[config.mk]
export PLATFORM = sky130hd
export DESIGN_NAME = bcd_calendar
export DESIGN_NICKNAME = d
export VERILOG_FILES = /design/src/rtl/rtcal_pkg.sv /design/src/rtl/cal_tick_phase.sv /design/src/rtl/cal_lv_flag.sv /design/src/rtl/cal_field_ctr.sv /design/src/rtl/bcd_calendar.sv
export SDC_FILE = /design/constraint.sdc
export NUM_CORES = 1
export LEC_CHECK = 0
export CAP_MARGIN = 40
export CORE_MARGIN = 3
export CORE_UTILIZATION = 40
export DETAILED_ROUTE_END_ITERATION = 12
export PLACE_DENSITY = 0.62
export RECOVER_POWER = 25
export SLEW_MARGIN = 20
export SYNTH_ARGS = -nofsm -noshare
export SYNTH_HDL_FRONTEND = slang
export SYNTH_SLANG_ARGS = --single-unit
[constraint.sdc]
create_clock -name clk -period 4 [get_ports clk]
set_clock_uncertainty 0.05 [all_clocks]
set_input_delay 0.8 -clock clk [delete_from_list [all_inputs] [get_ports clk]]
set_output_delay 0.8 -clock clk [all_outputs]
set_load 0.02 [all_outputs]
[src/rtl/rtcal_pkg.sv]
package rtcal_pkg;

    localparam int NUM_FIELDS = 7;
    localparam int SEL_W      = 3;
    localparam int BYTE_W     = 8;

    typedef logic [BYTE_W-1:0] bcd8_t;

    typedef enum logic [SEL_W-1:0] {
        F_SEC   = 3'd0,
        F_MIN   = 3'd1,
        F_HOUR  = 3'd2,
        F_DAY   = 3'd3,
        F_WDAY  = 3'd4,
        F_MONTH = 3'd5,
        F_YEAR  = 3'd6
    } field_e;

    // next packed BCD value, no wrap handling
    function automatic bcd8_t bcd_inc(bcd8_t v);
        if (v[3:0] >= 4'd9)
            return {v[7:4] + 4'd1, 4'd0};
        else
            return {v[7:4], v[3:0] + 4'd1};
    endfunction

    function automatic int unsigned bcd_to_bin(bcd8_t v);
        return int'(v[7:4]) * 10 + int'(v[3:0]);
    endfunction

    function automatic logic is_leap(bcd8_t yr);
        return (bcd_to_bin(yr) % 4) == 0;
    endfunction

    function automatic bcd8_t month_days(bcd8_t mon, bcd8_t yr);
        case (mon)
            8'h02:                      return is_leap(yr) ? 8'h29 : 8'h28;
            8'h04, 8'h06, 8'h09, 8'h11: return 8'h30;
            default:                    return 8'h31;
        endcase
    endfunction

    // storage bits kept per field
    function automatic bcd8_t field_mask(int idx);
        case (idx)
            0, 1:    return 8'h7F;
            2, 3:    return 8'h3F;
            4:       return 8'h07;
            5:       return 8'h1F;
            default: return 8'hFF;
        endcase
    endfunction

    // last value before wrap (day of month is replaced at run time)
    function automatic bcd8_t field_top(int idx);
        case (idx)
            0, 1:    return 8'h59;
            2:       return 8'h23;
            3:       return 8'h31;
            4:       return 8'h06;
            5:       return 8'h12;
            default: return 8'h99;
        endcase
    endfunction

    // value after wrap, also the reset value
    function automatic bcd8_t field_low(int idx);
        return (idx == 3 || idx == 5) ? 8'h01 : 8'h00;
    endfunction

endpackage

[src/rtl/cal_tick_phase.sv]
module cal_tick_phase (
    input  logic clk,
    input  logic rst,
    input  logic tick,
    input  logic halt,
    input  logic resync,
    output logic sec_pulse
);
    logic phase;

    // phase = 1 means the next tick completes a second
    always_ff @(posedge clk) begin
        if (rst)
            phase <= 1'b0;
        else if (halt)
            phase <= 1'b1;
        else if (resync)
            phase <= 1'b0;
        else if (tick)
            phase <= ~phase;
    end

    assign sec_pulse = tick & ~halt & phase;
endmodule

[src/rtl/cal_lv_flag.sv]
module cal_lv_flag (
    input  logic clk,
    input  logic rst,
    input  logic detect,
    input  logic clear,
    output logic flag
);
    always_ff @(posedge clk) begin
        if (rst)
            flag <= 1'b1;
        else if (detect)
            flag <= 1'b1;
        else if (clear)
            flag <= 1'b0;
    end
endmodule

[src/rtl/cal_field_ctr.sv]
module cal_field_ctr
    import rtcal_pkg::*;
#(
    parameter bcd8_t LOW_VAL = 8'h00
) (
    input  logic  clk,
    input  logic  rst,
    input  logic  inc,
    input  bcd8_t top,
    input  logic  wr,
    input  bcd8_t wr_val,
    output bcd8_t val,
    output logic  full
);
    assign full = (val == top);

    always_ff @(posedge clk) begin
        if (rst)
            val <= LOW_VAL;
        else if (wr)
            val <= wr_val;
        else if (inc)
            val <= full ? LOW_VAL : bcd_inc(val);
    end
endmodule

[src/rtl/bcd_calendar.sv]
module bcd_calendar
    import rtcal_pkg::*;
(
    input  logic             clk,
    input  logic             rst,
    input  logic             tick,
    input  logic             halt,
    input  logic             lv_detect,
    input  logic             wr_en,
    input  logic [SEL_W-1:0] wr_sel,
    input  logic [7:0]       wr_data,
    input  logic [SEL_W-1:0] rd_sel,
    output logic [7:0]       rd_data
);
    bcd8_t                 fval [NUM_FIELDS];
    bcd8_t                 ftop [NUM_FIELDS];
    logic [NUM_FIELDS-1:0] fwr;
    logic [NUM_FIELDS-1:0] finc;
    logic [NUM_FIELDS-1:0] full;
    logic                  sec_pulse;
    logic                  lv_flag;
    logic                  century;
    logic                  year_wrap;

    always_comb begin
        for (int i = 0; i < NUM_FIELDS; i++) begin
            fwr[i]  = wr_en && (wr_sel == SEL_W'(i));
            ftop[i] = field_top(i);
        end
        ftop[F_DAY] = month_days(fval[F_MONTH], fval[F_YEAR]);
    end

    cal_tick_phase u_phase (
        .clk       (clk),
        .rst       (rst),
        .tick      (tick),
        .halt      (halt),
        .resync    (fwr[F_SEC]),
        .sec_pulse (sec_pulse)
    );

    cal_lv_flag u_lv (
        .clk    (clk),
        .rst    (rst),
        .detect (lv_detect),
        .clear  (fwr[F_SEC]),
        .flag   (lv_flag)
    );

    // a written field passes no carry onward
    always_comb begin
        finc[F_SEC]   = sec_pulse;
        finc[F_MIN]   = finc[F_SEC]   & full[F_SEC]   & ~fwr[F_SEC];
        finc[F_HOUR]  = finc[F_MIN]   & full[F_MIN]   & ~fwr[F_MIN];
        finc[F_DAY]   = finc[F_HOUR]  & full[F_HOUR]  & ~fwr[F_HOUR];
        finc[F_WDAY]  = finc[F_DAY];
        finc[F_MONTH] = finc[F_DAY]   & full[F_DAY]   & ~fwr[F_DAY];
        finc[F_YEAR]  = finc[F_MONTH] & full[F_MONTH] & ~fwr[F_MONTH];
    end

    for (genvar i = 0; i < NUM_FIELDS; i++) begin : g_field
        cal_field_ctr #(
            .LOW_VAL (field_low(i))
        ) u_ctr (
            .clk    (clk),
            .rst    (rst),
            .inc    (finc[i]),
            .top    (ftop[i]),
            .wr     (fwr[i]),
            .wr_val (wr_data & field_mask(i)),
            .val    (fval[i]),
            .full   (full[i])
        );
    end

    assign year_wrap = finc[F_YEAR] & full[F_YEAR] & ~fwr[F_YEAR];

    always_ff @(posedge clk) begin
        if (rst)
            century <= 1'b0;
        else if (fwr[F_MONTH])
            century <= wr_data[7];
        else if (year_wrap)
            century <= ~century;
    end

    always_comb begin
        rd_data = '0;
        if (rd_sel < SEL_W'(NUM_FIELDS))
            rd_data = fval[rd_sel];
        if (rd_sel == F_SEC)
            rd_data[7] = lv_flag;
        if (rd_sel == F_MONTH)
            rd_data[7] = century;
    end
endmodule

==> reports/results.txt <==
layout cells sized above 1 -> 10.5%
clock buffer count from CTS -> 9
clk root buf -> clkbuf_16
CP Max Fanout -> 10
Tightest Pin Transition -> 0.834 ns
Syn Inst Count -> 567
top cells by area, synth -> dfxtp_1 (26%), ha_1 (10%), nor2_1 (4.6%), nand2_1 (4.4%), o21ai_0 (3.9%)
Seq/Total Area, Yosys -> 25.8%
Final setup viols -> 0
Avg WL per Cell -> 19.8 um
io pins -> 28
async set-or-reset flop fraction in the synthesized netlist -> 0%
Startpoint Class -> primary input
die height -> 113 um
initial antenna violation count -> 0
Ant. Diodes -> 0
worst skew pair latency -> 0.33 ns
cell taking the most area after synthesis -> dfxtp_1
crit path time final -> 3.89 ns
P&R area growth vs syn -> 15.2%
Cell Area, Synth -> 0.00457 mm2
largest net degree at the start of global routing -> 45
IO Port Bufs -> 27
clock sinks -> 59
Congestion Overflow GR -> 0
Fill cells -> 1057
Synth cell types -> 70
most frequent cells in the layout -> dfxtp_1 (59), nor2_1 (56), nand2_1 (54)
hold_buf cts -> 0
row count -> 38
routability congestion estimate -> 0.937
prevailing post-synth register cell -> dfxtp_1
Post-synth EDFFs -> 0
first-pass GRT wire length -> 23.4 mm
Post-CTS Setup Bufs -> 0
Worst Setup End Kind -> output port
initial drt markers -> 394
clock slew at reported path FFs -> 0.05 ns
worst vdd ir -> 0.171 mV
CTS tree -> done
YS warnings -> 0
Starting Density -> 41.6%
vias in the first global route -> 4313
Power Dens Cells -> 301 mW/mm2
vias per cell -> 6.21
Slew HR -> 43.9%
setup TNS -> 0 ns
unrepaired setup endpoints after global routing -> no
share of the synthesized area in the top cell type -> 25.8%
die width -> 113 um
core footprint -> 0.0110 mm2
Pins Over Slew Limit -> 0
FF-to-FF setup slack -> 0.68 ns
DRC Markers -> 0
final hold vios -> 0
worst hold slack -> 0.478 ns
DRT antenna net count -> 0
Clock H-tree levels -> 3
Detailed Route WL -> 14.5 mm
Avg Inst Size Synth -> 8.06 um2
outcome -> finished clean
Total Routing Usage GR -> 23.2%
post-cts resize count -> 0
total number of vias -> 4547
WP data arrival -> 3.04 ns
max-cap check violation count -> 0
Pre-antenna DRT Iters -> 5
FMAX -> 0.257 GHz
worst hold path type -> reg2reg
Tcrit/Tclk final -> 97.3%
CTS Buffer Depth -> 2
dpl hpwl -> 10.6 mm
Required @ worst endpoint -> 3.15 ns
register bit count reported by yosys -> 59
Die ar. -> 0.0127 mm2
CP Class -> in2out
fin nets -> 645
P_leak -> 0.00192 uW
most common cell after layout, fill and taps aside -> dfxtp_1
Syn Nets -> 624
==> report_power, final <==
group | total [uW] | switching (uW) | internal [uW] | leakage, uW
sequential | 629 | 27.1 | 602 | 0.000478
clock | 781 | 269 | 512 | 0.000146
combinational | 176 | 100 | 76.2 | 0.00129
==> layer usage <==
| metal | up-vias | routed length (um) | global-route usage (%) |
|---|---|---|---|
| li1 | 2141 | - | - |
| met1 | 2194 | 6300 | 31.4 |
| met2 | 185 | 6500 | 35.7 |
| met3 | 27 | 1390 | 6.68 |
| met4 | 0 | 313 | 7.85 |
| met5 | - | 0 | 0 |
==> layout make-up <==
cell class                      instances  area [um2]  area share [%]
Multi-Input combinational cell        448        3130            59.3
Timing Repair Buffer                   40         377            7.15
Sequential cell                        59        1180            22.4
Clock inverter                          2        35.0           0.665
Tap cell                              140         175            3.33
Clock buffer                           13         260            4.94
Inverter                               30         113            2.14
==> synth_stat cells, drive strengths merged (2+ instances only) <==
cell,n
nor4,10
a311oi,6
clkbuf,21
inv,30
nand2b,4
xor2,7
nor3,18
a31oi,15
a211oi,12
o31ai,5
and4bb,2
o31a,2
nand2,55
nand3,32
o311ai,3
a41o,2
o21ai,38
a2bb2oi,2
a221oi,2
mux2i,10
nor4b,4
o221a,2
nand3b,2
mux4,8
or2,3
nor2,56
nor3b,4
xnor2,2
and3,9
and2,6
nand4b,2
nor2b,7
o211ai,3
or3,7
o2111ai,2
ha,37
a21oi,20
and4,2
dfxtp,59
mux2,11
or4,9
or3b,3
buf,9
nand4,11
==> critical path, cell delays in order <==
cell and delay [ns]:
clkdlybuf4s50_1 0.80, mux4_2 0.60, mux2_2 0.29, clkdlybuf4s50_1 0.55
==> sequential cells by signal, indices dropped and copies added (netlist names) <==
register	count
century	1
g_field.u_ctr.val	56
u_lv.flag	1
u_phase.phase	1
==> cell families after synthesis <==
family                   share of synthesized area (%)
AND/OR/NAND/NOR                                   29.5
buffers and inverters                             5.42
multiplexers                                      8.84
adder cells (fa/ha/maj)                           10.1
flip-flops                                        25.8
AO/OA/AOI/OAI                                     18.6
XOR/XNOR                                          1.72
==> metrics by stage <==
step / total power (uW) / util, % / setup slack, ns / instances / cell area, um2
global route: 1650 / 47.9 / 0.00224 / 732 / 5270
finish: 1590 / 47.9 / 0.109 / 732 / 5270
global placement: 809 / 45.4 / 0.168 / 717 / 4990
CTS: 1600 / 48.1 / 0.0597 / 732 / 5290
detailed placement: 814 / 45.4 / 0.0840 / 717 / 4990
floorplan: 736 / - / 0.849 / 567 / 4570
==> path summary, 6_finish.rpt <==
path / startpoint / cells past startpoint / end
worst max-delay path: rd_sel[0] / 4 / rd_data[7]
worst min register to register: g_field[4].u_ctr.val[7] / 2 / g_field[4].u_ctr.val[7]
worst max register to register: g_field[2].u_ctr.val[0] / 8 / g_field[6].u_ctr.val[3]
worst min-delay path: g_field[4].u_ctr.val[7] / 2 / g_field[4].u_ctr.val[7]
Note: power is estimated with default switching activity, not from simulation.
